**src/rtl/path_ctrl_pkg.sv**
```systemverilog
package path_ctrl_pkg;
  localparam int unsigned REG_W = 8;

  typedef enum logic [1:0] {
    PH_OFF    = 2'd0,
    PH_DETECT = 2'd1,
    PH_READY  = 2'd2
  } phase_e;

  localparam logic SEL_MUX = 1'b0;
  localparam logic SEL_CFG = 1'b1;

  localparam int unsigned MUX_A_BIT = 0;
  localparam int unsigned MUX_B_BIT = 1;
  localparam int unsigned OVP_BIT   = 0;
  localparam int unsigned OVR_BIT   = 2;

  localparam logic [REG_W-1:0] MUX_RST = 8'h01;
  localparam logic [REG_W-1:0] CFG_RST = 8'h00;
endpackage

```
**src/rtl/pwr_phase_fsm.sv**
```systemverilog
module pwr_phase_fsm
  import path_ctrl_pkg::*;
(
  input  logic   clk_i,
  input  logic   rst_ni,
  input  logic   vbus_ok_i,
  input  logic   det_done_i,
  output phase_e phase_o
);
  phase_e phase_q, phase_d;

  always_comb begin
    phase_d = phase_q;
    if (!vbus_ok_i) phase_d = PH_OFF;
    else begin
      unique case (phase_q)
        PH_OFF:    phase_d = PH_DETECT;
        PH_DETECT: if (det_done_i) phase_d = PH_READY;
        PH_READY:  phase_d = PH_READY;
        default:   phase_d = PH_OFF;
      endcase
    end
  end

  always_ff @(posedge clk_i or negedge rst_ni) begin
    if (!rst_ni) phase_q <= PH_OFF;
    else         phase_q <= phase_d;
  end

  assign phase_o = phase_q;


  det_hold_chk: assert property (@(posedge clk_i) disable iff (!rst_ni)
    (phase_q == PH_DETECT && vbus_ok_i && !det_done_i) |=> phase_q == PH_DETECT);


  off_state_chk: assert property (@(posedge clk_i) disable iff (!rst_ni)
    !vbus_ok_i |=> phase_q == PH_OFF);
endmodule

```
**src/rtl/cfg_regs.sv**
```systemverilog
module cfg_regs
  import path_ctrl_pkg::*;
#(
  parameter int unsigned DW = REG_W
) (
  input  logic          clk_i,
  input  logic          rst_ni,
  input  logic          vbus_ok_i,
  input  logic          we_i,
  input  logic          sel_i,
  input  logic [DW-1:0] wdata_i,
  output logic [DW-1:0] mux_q_o,
  output logic [DW-1:0] cfg_q_o
);
  logic [DW-1:0] mux_q, cfg_q;

  always_ff @(posedge clk_i or negedge rst_ni) begin
    if (!rst_ni) begin
      mux_q <= MUX_RST;
      cfg_q <= CFG_RST;
    end else if (!vbus_ok_i) begin
      mux_q <= MUX_RST;
      cfg_q <= CFG_RST;
    end else if (we_i) begin
      if (sel_i == SEL_MUX) mux_q <= wdata_i;
      else                  cfg_q <= wdata_i;
    end
  end

  assign mux_q_o = mux_q;
  assign cfg_q_o = cfg_q;


  uvlo_clear_chk: assert property (@(posedge clk_i) disable iff (!rst_ni)
    !vbus_ok_i |=> (mux_q == MUX_RST && cfg_q == CFG_RST));
endmodule

```
**src/rtl/en_gate.sv**
```systemverilog
module en_gate
  import path_ctrl_pkg::*;
#(
  parameter int unsigned DW = REG_W
) (
  input  logic          clk_i,
  input  logic          rst_ni,
  input  phase_e        phase_i,
  input  logic [DW-1:0] mux_q_i,
  input  logic [DW-1:0] cfg_q_i,
  output logic          mux_a_en_o,
  output logic          mux_b_en_o,
  output logic          ilim_o,
  output logic          full_path_o
);
  logic ready, bypass;

  assign ready  = (phase_i == PH_READY);
  assign bypass = cfg_q_i[OVP_BIT] & cfg_q_i[OVR_BIT];

  // mux A has priority when both are requested
  assign mux_a_en_o  = ready & mux_q_i[MUX_A_BIT];
  assign mux_b_en_o  = ready & mux_q_i[MUX_B_BIT] & ~mux_q_i[MUX_A_BIT];
  assign full_path_o = ready & bypass;
  assign ilim_o      = ~full_path_o;


  mux_excl_chk: assert property (@(posedge clk_i) disable iff (!rst_ni)
    !(mux_a_en_o && mux_b_en_o));


  gate_idle_chk: assert property (@(posedge clk_i) disable iff (!rst_ni)
    (phase_i != PH_READY) |-> (!mux_a_en_o && !mux_b_en_o && !full_path_o));
endmodule

```
**src/rtl/path_sw_ctrl.sv**
```systemverilog
module path_sw_ctrl
  import path_ctrl_pkg::*;
(
  input  logic             clk_i,
  input  logic             rst_ni,
  input  logic             vbus_ok_i,
  input  logic             det_done_i,
  input  logic             reg_we_i,
  input  logic             reg_sel_i,
  input  logic [REG_W-1:0] reg_wdata_i,
  output logic             mux_a_en_o,
  output logic             mux_b_en_o,
  output logic             ilim_o,
  output logic             full_path_o
);
  phase_e           phase;
  logic [REG_W-1:0] mux_q, cfg_q;

  pwr_phase_fsm u_fsm (
    .clk_i      (clk_i),
    .rst_ni     (rst_ni),
    .vbus_ok_i  (vbus_ok_i),
    .det_done_i (det_done_i),
    .phase_o    (phase)
  );

  cfg_regs #(.DW(REG_W)) u_regs (
    .clk_i     (clk_i),
    .rst_ni    (rst_ni),
    .vbus_ok_i (vbus_ok_i),
    .we_i      (reg_we_i),
    .sel_i     (reg_sel_i),
    .wdata_i   (reg_wdata_i),
    .mux_q_o   (mux_q),
    .cfg_q_o   (cfg_q)
  );

  en_gate #(.DW(REG_W)) u_gate (
    .clk_i       (clk_i),
    .rst_ni      (rst_ni),
    .phase_i     (phase),
    .mux_q_i     (mux_q),
    .cfg_q_i     (cfg_q),
    .mux_a_en_o  (mux_a_en_o),
    .mux_b_en_o  (mux_b_en_o),
    .ilim_o      (ilim_o),
    .full_path_o (full_path_o)
  );
endmodule

```
**config.mk**
```make
export PLATFORM = sky130hd
export DESIGN_NAME = path_sw_ctrl
export DESIGN_NICKNAME = d
export VERILOG_FILES = /design/src/rtl/path_ctrl_pkg.sv /design/src/rtl/pwr_phase_fsm.sv /design/src/rtl/cfg_regs.sv /design/src/rtl/en_gate.sv /design/src/rtl/path_sw_ctrl.sv
export SDC_FILE = /design/constraint.sdc
export NUM_CORES = 1
export LEC_CHECK = 0
export BUFFER_PORTS_ARGS = -buffer_cell sky130_fd_sc_hd__clkbuf_2
export CORE_AREA = 2 2 39 41
export CTS_CLUSTER_DIAMETER = 150
export CTS_CLUSTER_SIZE = 20
export DETAILED_ROUTE_END_ITERATION = 6
export DIE_AREA = 0 0 41 43
export GPL_TIMING_DRIVEN = 0
export MAX_ROUTING_LAYER = met4
export SETUP_SLACK_MARGIN = 0.5
export SYNTH_ARGS = -nofsm -noshare
export SYNTH_HDL_FRONTEND = slang
export SYNTH_SLANG_ARGS = --single-unit
```
**constraint.sdc**
```tcl
create_clock -name clk_i -period 2.4 [get_ports clk_i]
set_input_delay 0.24 -clock clk_i [delete_from_list [all_inputs] [get_ports clk_i]]
set_output_delay 0.24 -clock clk_i [all_outputs]
set_load 0.02 [all_outputs]
```
; ---- Word level (Yosys, flattened, before mapping)
; Cells that the tools add are included.
[word_totals]
register_bits = 7
word_cells = 28
out_inout_bits = 4
input_bits = 14
[classes]
n_mux = 9
n_reduce_logical = 3
n_eq_ne = 6
bitwise_logic = 7
[ops]
columns = cell, n
row1 = 2-to-1 mux 2 bit, 5
row2 = 2-to-1 mux 3 bit, 3
row3 = one-hot mux 2 bit (3 select lines), 1
row4 = AND 1 bit, 5
row5 = "inequality test 2 x 1 -> 1 bit, second input constant", 2
row6 = AND reduction 2 bit, 2
row7 = "inequality test 3 bit, second input constant", 1
row8 = "equality test 2 x 1 -> 1 bit, second input constant", 1
row9 = "equality test 2 bit, second input constant", 1
row10 = zero test 2 bit, 1
row11 = "inequality test 2 bit, second input constant", 1
row12 = NOT 1 bit, 2

; ---- Depth between registers and ports, before layout
; Gate-level depths: netlist (run 1).
[depth]
ltp_word = 3
depth_mapped = 4
ltp_nobuf = 4

; ---- By module
; Synthesis (run 1) repeated with hierarchy kept, for this count alone.
[unflattened]
hier_cells = 80
area_unflattened_um2 = 872.1
[modules_own_cells]
columns = mod, cells_each, area_each_um2, instances, seq_area_each_um2
row1 = cfg_regs, 63, 698.2, 1, 401.6
row2 = pwr_phase_fsm, 13, 131.4, 1, 50.0
row3 = en_gate, 4, 42.5, 1, 0.0

; ---- Worst setup path before layout (run 1)
; Ideal clock, no wire load.
[synth_path]
path_type = flip-flop to output port
startpoint = register u_fsm.phase_q[0] (netlist: u_fsm.phase_o[0])
endpoint = output full_path_o
t_required_ps = 2160
path_stages_with_launch = 5
t_arrival_ps = 1039
slack_ps = 1121
cell_sequence = dfrtp_1 -> inv_1 -> ha_1 -> nand3_1 -> inv_1
[synth_between]
elab_chain_cells = 2
[synth_rtl]
columns = element, line_no
row1 = start: declaration, pwr_phase_fsm.sv:10  ; phase_e phase_q, phase_d;
row2 = start signal: assignment, pwr_phase_fsm.sv:27  ; else phase_q <= phase_d;
row3 = equality test 2 bit, en_gate.sv:18  ; assign ready = (phase_i == PH_READY);
row4 = AND 1 bit, en_gate.sv:24  ; assign full_path_o = ready & bypass;
row5 = end: declaration, path_sw_ctrl.sv:14  ; output logic full_path_o
; No other way between the ends.

; ---- Worst setup path after layout (run 1)
; Ends and elaborated chain as after synthesis.

==> results of run 1 <==
==> kinds of logic (layout without fill, tap and decap cells) <==
| group | after synthesis | after routing | synth area share |
|---|---|---|---|
| muxes | 3 | 3 | 0.0845 |
| adders and majority gates | 3 | 3 | 0.106 |
| and+or+nand+nor | 17 | 17 | 0.271 |
| buffers and inverters | 5 | 22 | 0.0634 |
| DFF | 6 | 6 | 0.426 |
| AOI/OAI and AO/OA | 3 | 3 | 0.0493 |
==> how the worst min path moves through the flow <==
stage | start | end | cells after the start
floorplan | rst_ni | u_fsm.phase_o[0] | 0
global placement | rst_ni | u_fsm.phase_o[0] | 1
detailed placement | rst_ni | u_fsm.phase_o[0] | 1
CTS | reg_wdata_i[1] | u_regs.mux_q_o[1] | 3
global route | reg_wdata_i[1] | u_regs.mux_q_o[1] | 3
finish | reg_wdata_i[1] | u_regs.mux_q_o[1] | 3
==> per-layer routing <==
layer	wire [µm]	track usage	up-vias
li1	-	-	156
met1	324	0.129	128
met2	262	0.116	15
met3	52	0.0314	2
met4	8	0.100	0
met5	0	-	-
==> stage by stage <==
stage | power (mW) | instances | utilization | setup WS [ns] | cell area, µm²
2_1_floorplan | 0.215 | 37 | - | 1.12 | 355
4_1_cts | 0.355 | 70 | 0.341 | 0.904 | 472
5_1_grt | 0.381 | 70 | 0.341 | 0.801 | 472
3_3_place_gp | 0.247 | 65 | 0.315 | 1.18 | 435
3_5_place_dp | 0.250 | 65 | 0.315 | 1.17 | 435
6_report | 0.347 | 70 | 0.341 | 0.930 | 472
==> power by group through the flow <==
stage               Clock, mW  Combinational, mW  Sequential [mW]
global placement            0              0.109            0.138
detailed placement          0              0.112            0.138
CTS                     0.105              0.113            0.137
finish                  0.100              0.110            0.136
floorplan                   0             0.0808            0.134
global route            0.112              0.128            0.140
==> layout make-up <==
type	instances	area, µm²	share of cell area
Multi-Input combinational cell	26	181	0.385
Sequential cell	6	151	0.321
Timing Repair Buffer	13	70.1	0.149
Clock buffer	4	26.3	0.0557
Tap cell	16	20.0	0.0424
Inverter	4	15.0	0.0318
Buffer	1	7.51	0.0159
==> cell usage in the layout (no fill, tap or decap), drive strengths merged <==
| cell type | count |
|---|---|
| dlygate4sd3 | 1 |
| o211ai | 1 |
| and3 | 1 |
| clkbuf | 16 |
| nand3 | 1 |
| buf | 1 |
| and2 | 2 |
| inv | 4 |
| dfrtp | 5 |
| nand4 | 2 |
| nand3b | 1 |
| ha | 3 |
| mux2i | 3 |
| nand2 | 8 |
| o21ai | 2 |
| dfstp | 1 |
| nor2b | 2 |
==> state kept, by name, indices dropped and copies added (netlist names) <==
signal and count:
u_regs.cfg_q_o 2, u_regs.mux_q_o 2, u_fsm.phase_o 2
==> repair_timing <==
item | 4_1_cts | 5_1_grt
endpoints found under the hold margin | 5 | 0
hold buffers | 1 | 0
gates resized for setup | 0 | 0
==> worst min-delay path, cell delays in order <==
cell and delay (ns):
clkbuf_2 0.08, nand2_1 0.05, mux2i_1 0.06
==> results.sh, run 1 <==
export IMPL_worst_setup_path_type="flop to output port"
export IMPL_cts_buffers=3
export IMPL_synth_most_common_cell="nand2_1"
export IMPL_cts_sinks=6
export IMPL_die_area_um2=1760
export IMPL_gp_congestion=0.621
export IMPL_finalClockSkew_ns=0.00465
export IMPL_rsz0062_at_grt="no"
export IMPL_cts_tree="done"
export IMPL_drc=0
export IMPL_floorplan_initialDensity=0.257
export IMPL_synth_enable_flop_cells=0
export IMPL_fin_crit_sh=0.613
export IMPL_netSwitchingPower_uw=110
export IMPL_netlist_instances=37
export IMPL_r2r_end="u_fsm.phase_o[1]"
export IMPL_seq_power_share=0.393
export IMPL_syn_nets=54
export IMPL_finalSetupViolCount=0
export IMPL_path_buf_inv=3
export IMPL_fillers=150
export IMPL_outcome="finished clean"
export IMPL_crit_path_end="full_path_o"
export IMPL_syn_area_um2=355
export IMPL_cts_root_buf="clkbuf_4"
export IMPL_fp_dieW_um=41
export IMPL_ir_drop_uv=192
export IMPL_min_period_ns=1.47
export IMPL_totalWireLength_um=646
export IMPL_htree_num_levels=1
export IMPL_numPortBuffers=12
export IMPL_row_count=14
export IMPL_relSlewSlack=0.895
export IMPL_switching_share=0.318
export IMPL_dp_hpwl_um=532
export IMPL_layout_nets=72
export IMPL_first_pass_iters=2
export IMPL_syn_area_per_cell_um2=9.60
export IMPL_synthTopCellsByArea="dfrtp_1 35%, ha_1 11%, mux2i_1 8.5%"
export IMPL_drt_vias_per_instance=4.30
export IMPL_clock_path_buffers=2
export IMPL_clk_pin_slew_worst_paths_ns=0.05
export IMPL_grt_pass1_wl_um=1130
export IMPL_overflow=0
export IMPL_synth_seq_cells=6
export IMPL_antenna_found_initial=0
export IMPL_drtAntennaViolNets=0
export IMPL_cp_cell_sequence="inv_1, ha_1, nand3_1, inv_1, clkbuf_2"
export IMPL_wl_per_cell_um=9.23
export IMPL_async_reset_ff_frac=1.00
export IMPL_worstPathRequired_ns=2.16
export IMPL_cpMostUsedCell="inv_1"
export IMPL_post_synth_top_area_cell="dfrtp_1"
export IMPL_cellLeakagePower_nw=0.247
export IMPL_p_comb_frac=0.318
export IMPL_io_pins=18
export IMPL_vias=301
export IMPL_grt_max_degree=11
export IMPL_yosys_most_used_dff="dfrtp_1"
export IMPL_grt_pass1_vias=289
export IMPL_worstPathArrival_ns=1.23
export IMPL_grt_use_total=0.101
export IMPL_clk_latency_ns=0.24
export IMPL_drive_above_1_share=0.352
export IMPL_worstReg2RegStart="u_fsm.phase_o[1]"
export IMPL_power_density_nw_per_um2=735
export IMPL_drv_cap=0
export IMPL_max_freq_mhz=680
export IMPL_ys_types=16
export IMPL_postCtsSetupRepairBufs=0
export IMPL_finalSetupTns_ns=0
export IMPL_antenna_cells=0
export IMPL_pwr_share_clk=0.289
export IMPL_yosys_warnings=0
export IMPL_ys_seq_area_frac=0.426
export IMPL_maxSlewViolCount=0
export IMPL_crit_family="flip-flops"
export IMPL_synth_commonest_cells="8 x nand2_1, 5 x dfrtp_1, 4 x inv_1, 3 x ha_1, 3 x mux2i_1"
export IMPL_synth_top_area_share=0.352
export IMPL_worst_slew_pin_slew_ns=0.157
export IMPL_whs_ns=0.230
export IMPL_path_depth=5
export IMPL_p_int_uw=236
export IMPL_r2r_cells=4
export IMPL_startpoint="u_fsm.phase_o[0]"
export IMPL_rrSetupSlack_ns=1.34
export IMPL_area_growth_pct=32.7
export IMPL_drtIter0Drc=5
export IMPL_dieHeight_um=43
export IMPL_cp_slowest_stage_delay_ns=0.39
export IMPL_core_area_um2=1380
export IMPL_end_kind="output port"
export IMPL_cp_slowest_cell="dfrtp_1"
export IMPL_min_path_type="primary input to flop"
export IMPL_path_max_fanout=3
export IMPL_hold_viol_final=0
export IMPL_startpoint_type="flop"
Note: power is estimated with default switching activity, not from simulation.
==> run 2, diff against run 1 <==
- clock period: 2.4 -> 1.33 ns (I/O delays scaled with it)
==> run 2 against run 1 <==
  * Worst setup slack lost 0.92 ns
  * Critical endpoint is now mux_b_en_o
  * Critical path depth shrank 1
  * Register-to-register slack lost 1.2 ns
  * Non-clock buffer count grew 5
  * Die area is the same
  * Largest power group is now combinational cells
  * Highest routed layer unchanged
  * Global-route usage grew 1.1 points
  * Cell count grew 7.1%
==> results.sh, run 2 (synthesized netlist as in run 1, its figures left out) <==
export IMPL_outcome="finished clean"
export IMPL_route_met2_wl_um=398
export IMPL_drtIter0Drc=2
export IMPL_numPortBuffers=12
export IMPL_drv_cap=0
export IMPL_end_kind="output port"
export IMPL_hold_end="u_regs.mux_q_o[1]"
export IMPL_finalSetupViolCount=0
export IMPL_min_from="reg_wdata_i[1]"
export IMPL_cp_cell_sequence="inv_2, ha_4, and3_4, buf_8"
export IMPL_maxSlewViolCount=0
export IMPL_min_path_type="primary input to flop"
export IMPL_floorplan_initialDensity=0.257
export IMPL_worst_slew_pin_slew_ns=0.126
export IMPL_startpoint_type="flop"
export IMPL_finalClockSkew_ns=0.0000853
export IMPL_dpl_cell_area_um2=464
export IMPL_clk_latency_ns=0.26
export IMPL_row_count=14
export IMPL_r2r_cells=5
export IMPL_antenna_found_initial=0
export IMPL_drive_above_1_share=0.559
export IMPL_hold_viol_final=0
export IMPL_dp_hpwl_um=537
export IMPL_overflow=0
export IMPL_antenna_cells=0
export IMPL_fin_cells=75
export IMPL_htree_num_levels=1
export IMPL_grt_pass1_vias=311
export IMPL_top_layer="met4"
export IMPL_area_growth_pct=68.3
export IMPL_core_area_um2=1380
export IMPL_grt_pass1_wl_um=1240
export IMPL_dieHeight_um=43
export IMPL_cts_buffers=3
export IMPL_wl_per_cell_um=10.6
export IMPL_drt_vias_per_instance=4.43
export IMPL_ir_drop_uv=537
export IMPL_worstPathArrival_ns=1.19
export IMPL_fin_crit_sh=0.992
export IMPL_grt_max_degree=11
export IMPL_fp_dieW_um=41
export IMPL_die_area_um2=1760
export IMPL_mostFrequentLayoutCells="8 x nand2_1, 8 x clkbuf_2, 6 x buf_4, 5 x dfrtp_1"
export IMPL_relSlewSlack=0.913
export IMPL_cp_slowest_cell="dfrtp_1"
export IMPL_layout_nets=77
export IMPL_place_inst=65
export IMPL_cts_root_buf="clkbuf_4"
export IMPL_max_freq_mhz=758
export IMPL_wl_met1_um=324
export IMPL_gp_congestion=0.609
export IMPL_power_density_nw_per_um2=1450
export IMPL_io_pins=18
export IMPL_totalWireLength_um=794
export IMPL_drc=0
export IMPL_r2r_end="u_fsm.phase_o[1]"
export IMPL_min_period_ns=1.32
export IMPL_grt_use_total=0.111
export IMPL_hold_depth=3
export IMPL_rrSetupSlack_ns=0.14
export IMPL_vias=332
export IMPL_worst_setup_path_type="flop to output port"
export IMPL_cp_slowest_stage_delay_ns=0.40
export IMPL_cellLeakagePower_nw=0.278
export IMPL_worstReg2RegStart="u_fsm.phase_o[1]"
export IMPL_worstPathRequired_ns=1.20
export IMPL_post_route_cell_area_um2=598
export IMPL_drtAntennaViolNets=0
export IMPL_cts_tree="done"
export IMPL_clock_path_buffers=2
export IMPL_rsz0062_at_grt="yes"
export IMPL_cts_sinks=6
export IMPL_clk_pin_slew_worst_paths_ns=0.05
export IMPL_path_max_fanout=3
export IMPL_first_pass_iters=2
export IMPL_met3_length_um=27
run 2: critical path: cells and delay by family (launching register included):
family / cells / cell delay (ns)
buf+inv: 2 / 0.19
flops: 1 / 0.40
simple gates: 1 / 0.18
fa+ha+maj: 1 / 0.16
run 2: area by class of cell:
| cell class | count | area (µm²) |
|---|---|---|
| Buffer | 1 | 7.51 |
| Inverter | 4 | 20.0 |
| Tap cell | 16 | 20.0 |
| Sequential cell | 6 | 151 |
| Timing Repair Buffer | 18 | 140 |
| Multi-Input combinational cell | 26 | 233 |
| Clock buffer | 4 | 26.3 |
| Fill cell | 134 | 786 |
run 2: how the worst max path moves through the flow:
stage                              to        startpoint  cells after the start
after floorplan           full_path_o  u_fsm.phase_o[0]                      4
after global routing       mux_b_en_o  u_fsm.phase_o[0]                      4
final                      mux_b_en_o  u_fsm.phase_o[0]                      4
after detailed placement   mux_b_en_o  u_fsm.phase_o[0]                      4
after global placement     mux_b_en_o  u_fsm.phase_o[0]                      4
after CTS                  mux_a_en_o  u_fsm.phase_o[1]                      3
run 2: what timing repair did:
item	CTS	global route
gates resized for setup	7	11
setup endpoints to repair	6	7
pin swaps	1	2
hold buffers	1	0
setup buffers	3	2
hold endpoints to repair	6	0
run 2: power by group:
group          total [mW]  internal (mW)  switching [mW]  leakage (nW)
logic               0.425          0.241           0.183         0.186
clock network       0.191          0.114          0.0767        0.0150
registers           0.251          0.220          0.0314        0.0773
total               0.867          0.576           0.291         0.278
run 2: stage by stage:
step / hold slack (ns) / TNS, ns / util / total power [mW] / worst slack, ns
4_1_cts: 0.117 / 0 / 0.398 / 0.769 / 0.0172
3_5_place_dp: -0.0329 / 0 / 0.335 / 0.482 / 0.173
6_report: 0.115 / 0 / 0.432 / 0.867 / 0.0103
3_3_place_gp: -0.0326 / 0 / 0.335 / 0.473 / 0.182
5_1_grt: 0.131 / -0.0432 / 0.432 / 0.941 / -0.0260
2_1_floorplan: -0.163 / 0 / - / 0.419 / 0.331
run 2: per-layer routing:
metal  GRT usage  vias up
met1       0.117      148
met2       0.159       12
met5           -        -
met3      0.0314        5
li1            -      167
met4       0.100        0
==> run 3, diff against run 2 <==
- CTS_BUF_LIST: not set -> sky130_fd_sc_hd__clkbuf_8
==> run 3 against run 2 <==
  * Non-clock buffer count unchanged
  * Register-to-register slack is essentially flat
  * Power grew 5.7%
  * Core utilization increased by 0.090 points
  * Clock skew hardly changed
  * Design area up 0.21%
  * Combinational power fell by 11%
  * Die area did not move
  * Worst setup slack better by 0.041 ns
  * Wire length fell by 0.88%
  * Clock-buffer cell count is 1 lower
  * Critical endpoint unchanged
==> results.sh, run 3 (synthesized netlist as in run 1, its figures left out) <==
export IMPL_hold_viol_final=0
export IMPL_antenna_found_initial=0
export IMPL_path_max_fanout=3
export IMPL_gp_congestion=0.609
export IMPL_finalSetupTns_ns=0
export IMPL_outcome="finished clean"
export IMPL_pwr_share_clk=0.311
export IMPL_p_comb_frac=0.415
export IMPL_final_util=0.433
export IMPL_startpoint_type="flop"
export IMPL_layout_nets=77
export IMPL_grtUsageMet1=0.120
export IMPL_dieHeight_um=43
export IMPL_seq_power_share=0.274
export IMPL_htree_num_levels=1
export IMPL_cp_slowest_cell="dfrtp_1"
export IMPL_grt_pass1_wl_um=1250
export IMPL_numPortBuffers=12
export IMPL_ir_drop_uv=539
export IMPL_clock_path_buffers=2
export IMPL_maxSlewViolCount=0
export IMPL_die_area_um2=1760
export IMPL_relSlewSlack=0.913
export IMPL_finalClockSkew_ns=0.000121
export IMPL_cellLeakagePower_nw=0.290
export IMPL_core_area_um2=1380
export IMPL_grt_use_met3=0.0157
export IMPL_antenna_cells=0
export IMPL_top_usage_layer="met2"
export IMPL_worstPathArrival_ns=1.15
export IMPL_grt_pass1_vias=314
export IMPL_p_int_uw=639
export IMPL_met2_usage=0.159
export IMPL_grt_use_total=0.112
export IMPL_wl_per_cell_um=10.5
export IMPL_clk_latency_ns=0.23
export IMPL_worst_setup_path_type="flop to output port"
export IMPL_mostFrequentLayoutCells="8 x nand2_1, 8 x clkbuf_2, 6 x buf_4, 5 x dfrtp_1"
export IMPL_cp_slowest_stage_delay_ns=0.39
export IMPL_drt_vias_per_instance=4.36
export IMPL_drc=0
export IMPL_area_growth_pct=68.7
export IMPL_overflow=0
export IMPL_drive_above_1_share=0.525
export IMPL_vias=327
export IMPL_crit_family="flip-flops"
export IMPL_io_pins=18
export IMPL_end_kind="output port"
export IMPL_switching_share=0.302
export IMPL_first_pass_iters=2
export IMPL_worstPathRequired_ns=1.20
export IMPL_floorplan_initialDensity=0.257
export IMPL_finalSetupViolCount=0
export IMPL_worst_slew_pin_slew_ns=0.126
export IMPL_totalWireLength_um=787
export IMPL_min_path_type="primary input to flop"
export IMPL_max_freq_mhz=782
export IMPL_clk_pin_slew_worst_paths_ns=0.04
export IMPL_cts_sinks=6
export IMPL_cts_tree="done"
export IMPL_cts_root_buf="clkbuf_8"
export IMPL_netSwitchingPower_uw=277
export IMPL_post_place_ws_ns=0.173
export IMPL_fp_dieW_um=41
export IMPL_rsz0062_at_grt="yes"
export IMPL_drtAntennaViolNets=0
export IMPL_setup_ws_ns=0.0512
export IMPL_fin_crit_sh=0.962
export IMPL_power_density_nw_per_um2=1530
export IMPL_cts_buffers=3
export IMPL_dp_hpwl_um=537
export IMPL_cp_cell_sequence="inv_2, ha_4, and3_4, buf_8"
export IMPL_row_count=14
export IMPL_drtIter0Drc=2
export IMPL_grt_max_degree=11
export IMPL_path_buf_inv=2
export IMPL_min_period_ns=1.28
export IMPL_drv_cap=0
[run 3: per-stage QoR]
step,hold slack [ns],std cells,instance area (µm²),total power [mW]
final,0.146,75,599,0.916
after global routing,0.160,75,599,0.984
after CTS,0.148,73,569,0.865
after detailed placement,-0.0329,65,464,0.482
after global placement,-0.0326,65,464,0.473
after floorplan,-0.163,37,384,0.419
[run 3: what timing repair did]
action,in CTS,in global routing
setup buffers,3,2
gates resized for setup,7,8
hold endpoints to repair,6,0
pin swaps,1,2
endpoints found under the setup margin,6,7
hold buffers,1,0
[run 3: path summary, 6_finish.rpt]
kind	slack, ns	depth (start not counted)	start	to
max	0.05	4	u_fsm.phase_o[0]	mux_b_en_o
min	0.15	3	reg_wdata_i[1]	u_regs.mux_q_o[1]
max reg2reg	0.14	5	u_fsm.phase_o[0]	u_fsm.phase_o[1]
min reg2reg	0.52	2	u_regs.mux_q_o[0]	u_regs.mux_q_o[0]
max in group asynchronous	0.83	2	rst_ni	u_regs.mux_q_o[0]
min in group asynchronous	0.27	2	rst_ni	u_fsm.phase_o[0]
[run 3: layer usage]
layer,wire (µm),part of all wire
met2,389,0.49
met4,32,0.041
met3,27,0.034
met1,337,0.43
met5,0,0
[run 3: power by group through the flow]
| stage | Sequential (mW) | Clock, mW | Combinational [mW] |
|---|---|---|---|
| 5_1_grt | 0.253 | 0.306 | 0.425 |
| 6_report | 0.251 | 0.285 | 0.380 |
| 4_1_cts | 0.251 | 0.291 | 0.322 |
| 2_1_floorplan | 0.244 | 0 | 0.175 |
| 3_3_place_gp | 0.250 | 0 | 0.222 |
| 3_5_place_dp | 0.251 | 0 | 0.231 |
[run 3: worst reg2reg max path, delay by kind of cell, from the launching register on]
kind,cells,cell delay [ns]
multiplexers,1,0.11
buffers and inverters,2,0.26
flip-flops,1,0.39
adder cells (fa/ha/maj),1,0.18
AND/OR/NAND/NOR,1,0.13
[run 3: final cells by class]
class	instances	area (µm²)
plain buffers	1	7.51
inverters	4	17.5
well taps	16	20.0
clock buffers	3	41.3
clock inverters	1	3.75
repair buffers	18	140
flip-flops and latches	6	151
multi-input cells	26	218
fillers	135	785
